File: config.mk
export PLATFORM = sky130hd
export DESIGN_NAME = dual_issue_steer
export DESIGN_NICKNAME = d
export VERILOG_FILES = /design/src/rtl/dual_issue_steer.sv
export SDC_FILE = /design/constraint.sdc
export NUM_CORES = 1
export LEC_CHECK = 0
export BUFFER_PORTS_ARGS = -buffer_cell sky130_fd_sc_hd__buf_2
export CAP_MARGIN = 10
export CORE_MARGIN = 5
export CORE_UTILIZATION = 39
export CTS_BUF_LIST = sky130_fd_sc_hd__clkbuf_16
export CTS_CLUSTER_SIZE = 10
export DETAILED_ROUTE_END_ITERATION = 12
export GPL_ROUTABILITY_DRIVEN = 0
export GPL_TIMING_DRIVEN = 0
export PLACE_DENSITY = 0.84
export SYNTH_ARGS = -nofsm -noshare
export SYNTH_HDL_FRONTEND = slang
export SYNTH_SLANG_ARGS = --single-unit
export TNS_END_PERCENT = 30
File: constraint.sdc
create_clock -name clk -period 2.7 [get_ports clk]
set_input_delay 0.135 -clock clk [delete_from_list [all_inputs] [get_ports clk]]
set_output_delay 0.135 -clock clk [all_outputs]
set_load 0.05 [all_outputs]
File: src/rtl/dual_issue_steer.sv
module dual_issue_steer #(
  parameter int IW = 32,
  parameter int RW = 5
) (
  input  logic            clk,
  input  logic            rst,
  input  logic            flush,
  input  logic            fetch_valid,
  input  logic [2*IW-1:0] fetch_word,
  output logic            fetch_ready,
  output logic            int_issue,
  output logic [IW-1:0]   int_instr,
  output logic            fp_issue,
  output logic [IW-1:0]   fp_instr,
  output logic            stall
);
  localparam int DH = IW - 3;
  localparam int AH = DH - RW;
  localparam int BH = AH - RW;
  localparam logic [1:0] C_LD = 2'b01;
  localparam logic [1:0] C_FP = 2'b11;

  function automatic logic [1:0] cls(input logic [IW-1:0] i);
    return i[IW-1:IW-2];
  endfunction

  function automatic logic [RW-1:0] dst(input logic [IW-1:0] i);
    return i[DH -: RW];
  endfunction

  function automatic logic reads(input logic [IW-1:0] i, input logic [RW-1:0] r);
    return (r != '0) && (i[AH -: RW] == r || i[BH -: RW] == r);
  endfunction

  logic          pend;
  logic          ld_v;
  logic [RW-1:0] ld_d;

  logic [IW-1:0] lo, hi, head;
  logic          live, head_go, head_fp, fits, part_hz, pair_go, consumed;

  assign lo   = fetch_word[IW-1:0];
  assign hi   = fetch_word[2*IW-1:IW];
  assign head = pend ? hi : lo;
  assign live = fetch_valid && !flush && !rst;

  assign head_go = live && !(ld_v && reads(head, ld_d));
  assign head_fp = cls(head) == C_FP;
  assign fits    = cls(lo) != C_FP && cls(hi) == C_FP;
  assign part_hz = cls(lo) == C_LD && reads(hi, dst(lo));
  assign pair_go = head_go && !pend && fits && !part_hz && !(ld_v && reads(hi, ld_d));

  assign consumed    = head_go && (pend || pair_go);
  assign int_issue   = head_go && !head_fp;
  assign fp_issue    = (head_go && head_fp) || pair_go;
  assign int_instr   = head;
  assign fp_instr    = pair_go ? hi : head;
  assign fetch_ready = !rst && (flush || consumed);
  assign stall       = live && !consumed;

  always_ff @(posedge clk) begin
    if (rst || flush)
      pend <= 1'b0;
    else if (live)
      pend <= pend ? !head_go : (head_go && !pair_go);
  end

  always_ff @(posedge clk) begin
    if (rst) begin
      ld_v <= 1'b0;
      ld_d <= '0;
    end else begin
      ld_v <= int_issue && cls(head) == C_LD && dst(head) != '0;
      ld_d <= dst(head);
    end
  end
endmodule

==> impl_metrics.env <==
export IMPL_clock_path_buffers=2
export IMPL_num_rows=23
export IMPL_viasPerCell=5.15
export IMPL_min_period_ns=2.74
export IMPL_comb_power_share_pct=67.6
export IMPL_worstSetupStartpoint="ld_d[2]"
export IMPL_timing_rr_end="pend"
export IMPL_grt_pass1_vias=1936
export IMPL_final_cell_mix="105 x buf_2, 32 x buf_6, 31 x mux2_2, 29 x mux2_4"
export IMPL_synth_seq_cells=7
export IMPL_ff2ff_path_depth=9
export IMPL_path_clk_slew_ns=0.03
export IMPL_worstSetupEndpointType="output port"
export IMPL_clkPwrFrac_pct=21.9
export IMPL_critPathCapture="fp_instr[25]"
export IMPL_routed_wl_um=6220
export IMPL_grt_antenna_before_repair=0
export IMPL_crit_path_cell_trace="or4_4 > o21ai_4 > nor4_4 > a31oi_4 > nand4_4 > clkbuf_16 > mux2_4 > buf_8"
export IMPL_setup_ws_ns=-0.0444
export IMPL_fin_crit_sh_pct=102
export IMPL_clock_sinks=7
export IMPL_drive_gt1_share_pct=74.8
export IMPL_critPathLaunchType="register"
export IMPL_synth_fp_nets=228
export IMPL_drt_initial_drc_count=54
export IMPL_antenna_cells=0
export IMPL_core_mm2=0.00400
export IMPL_async_flop_share_pct=0
export IMPL_fin_nets=375
export IMPL_cts_tree="done"
export IMPL_status="complete, but fails checks"
export IMPL_start_util_pct=39.9
export IMPL_p_leak_nw=1.45
export IMPL_syn_area_mm2=0.00160
export IMPL_dp_slack_ns=0.0286
export IMPL_vias=1834
export IMPL_grt_max_degree=11
export IMPL_die_width_um=74.0
export IMPL_seqPwrFrac_pct=10.5
export IMPL_cap_violations=0
export IMPL_p_sw_share_pct=48.3
export IMPL_synth_cell_type_count=32
export IMPL_synth_edf_count=0
export IMPL_wire_per_inst_um=17.5
export IMPL_rsz0062_at_grt="yes"
export IMPL_fmax_mhz=364
export IMPL_hold_path_class="input pin to register"
export IMPL_slowest_delay_ns=0.54
export IMPL_grtUsageTotal_pct=19.8
export IMPL_yosys_area_top_type="mux2_4"
export IMPL_final_setup_tns_ns=-0.654
export IMPL_syn_avg_cell_area_um2=9.99
export IMPL_route_detailed_drc=0
export IMPL_netlist_instances=160
export IMPL_finalSetupViolCount=28
export IMPL_drv_slew=0
export IMPL_synth_area_leaders="mux2_4 26%, mux2_2 23%, dfxtp_1 8.8%"
export IMPL_crit_arrival_ns=2.61
export IMPL_r2r_slack_ns=0.50
export IMPL_power_switching_mw=0.549
export IMPL_worstSetupPathType="register to output port"
export IMPL_worstPathRequired_ns=2.57
export IMPL_final_common_cell="buf_2"
export IMPL_worst_slew_pin_slew_ns=0.621
export IMPL_worst_path_max_fanout=6
export IMPL_intPower_mw=0.588
export IMPL_finalHoldViolCount=0
export IMPL_drt_pass1_iterations=4
export IMPL_place_hpwl_um=4640
export IMPL_worst_clock_skew_ns=0.00374
export IMPL_numCtsBuffers=3
export IMPL_violations="negative setup slack"
export IMPL_peakVddDrop_v=0.000289
export IMPL_cts_htree_levels=1
export IMPL_synth_main_ff_cell="dfxtp_1"
export IMPL_p_per_area_mw_per_mm2=403
export IMPL_slew_headroom_pct=58.4
export IMPL_dieArea_mm2=0.00548
export IMPL_cts_hold_buffers=0
export IMPL_rr_startpoint="pend"
export IMPL_syn_to_final_growth_pct=76.6
export IMPL_port_buffers=135
export IMPL_cts_root_buf="clkbuf_16"
export IMPL_yosysWarningCount=0
export IMPL_drtAntennaViolNets=0
export IMPL_worstSkewPairLatency_ns=0.23
export IMPL_synth_top_area_share_pct=26.3
export IMPL_ys_seq_area_share_pct=8.77
export IMPL_critPathSlowestCell="or4_4"
export IMPL_grt_pass1_wl_um=8570
export IMPL_overflow=0
export IMPL_fp_dieH_um=74.0
export IMPL_boundaryPins=136
==> area by class of cell <==
type / count / area [µm²]
clock inverter: 1 / 3.75
sequential: 7 / 149
multi-input combinational: 139 / 1440
buffer: 7 / 86.3
timing repair buffer: 147 / 1000
clock buffer: 3 / 75.1
inverter: 2 / 7.51
fill: 298 / 1180
tap: 50 / 62.6
==> power by group through the flow <==
stage               clock, mW  combinational (mW)  sequential [mW]
floorplan                   0               0.523            0.113
global placement            0               0.678            0.113
detailed placement          0               0.689            0.113
CTS                     0.252               0.726            0.112
global route            0.259               0.801            0.121
finish                  0.249               0.768            0.120
==> cell usage after synthesis, types with 2 or more instances <==
cell type  instances
a211oi_1           3
a21oi_1            3
buf_1              2
buf_2              3
buf_6              4
clkbuf_1           3
dfxtp_1            7
inv_1              2
mux2_2            32
mux2_4            28
mux2i_1            3
nand2_1            9
nand3_1            3
nor2_1             6
nor2b_1            4
nor3_1             2
nor4_1             2
or4_1              2
xnor2_1           14
xor2_1            16
==> registers in the layout (all words and copies together) (netlist names) <==
name,cells
ld_d,5
ld_v,1
pend,1
==> kinds of logic (layout without fill, tap and decap cells) <==
group | after synthesis | after routing | synth area share [%]
flops | 7 | 7 | 8.77
xor+xnor | 30 | 30 | 16.4
buf+inv | 14 | 160 | 5.40
simple gates | 33 | 33 | 11.7
compound gates | 13 | 13 | 6.89
mux | 63 | 63 | 50.7
==> repair_timing <==
item                       4_1_cts  5_1_grt
setup endpoints to repair       30       32
setup buffers                    3        7
gates cloned                     0        2
pin swaps                        4        7
resized for setup               39       62
==> worst min-delay path by stage <==
| stage | startpoint | to | slack, ns | cells past startpoint |
|---|---|---|---|---|
| final | rst | ld_d[2] | 0.17 | 2 |
| after global routing | rst | ld_d[0] | 0.19 | 2 |
| after CTS | rst | ld_d[0] | 0.18 | 2 |
| after detailed placement | rst | ld_d[2] | 0.42 | 2 |
| after global placement | rst | ld_d[3] | 0.42 | 2 |
| after floorplan | rst | ld_d[0] | 0.21 | 1 |
==> worst max-delay path, delay by kind of cell (launching register included) <==
family	cells	cell delay, ns
compound gates	2	0.44
buf+inv	2	0.41
mux	1	0.31
simple gates	3	0.87
flops	1	0.33
==> metrics by stage <==
| stage | utilization [%] | hold slack [ns] | total power [mW] | cell area, µm² | cells |
|---|---|---|---|---|---|
| floorplan | - | 0.207 | 0.636 | 1600 | 160 |
| global placement | 58.5 | 0.416 | 0.791 | 2340 | 345 |
| detailed placement | 58.5 | 0.417 | 0.802 | 2340 | 345 |
| CTS | 64.5 | 0.178 | 1.09 | 2580 | 352 |
| global route | 70.5 | 0.187 | 1.18 | 2820 | 356 |
| finish | 70.5 | 0.174 | 1.14 | 2820 | 356 |
==> routing by layer <==
layer / global-route usage, % / vias up / part of all wire [%]
li1: - / 867 / -
met1: 21.7 / 857 / 35
met2: 38.4 / 101 / 54
met3: 2.84 / 9 / 9.0
met4: 7.04 / 0 / 1.7
met5: 0 / - / 0
Power figures use the tool's default switching activity.
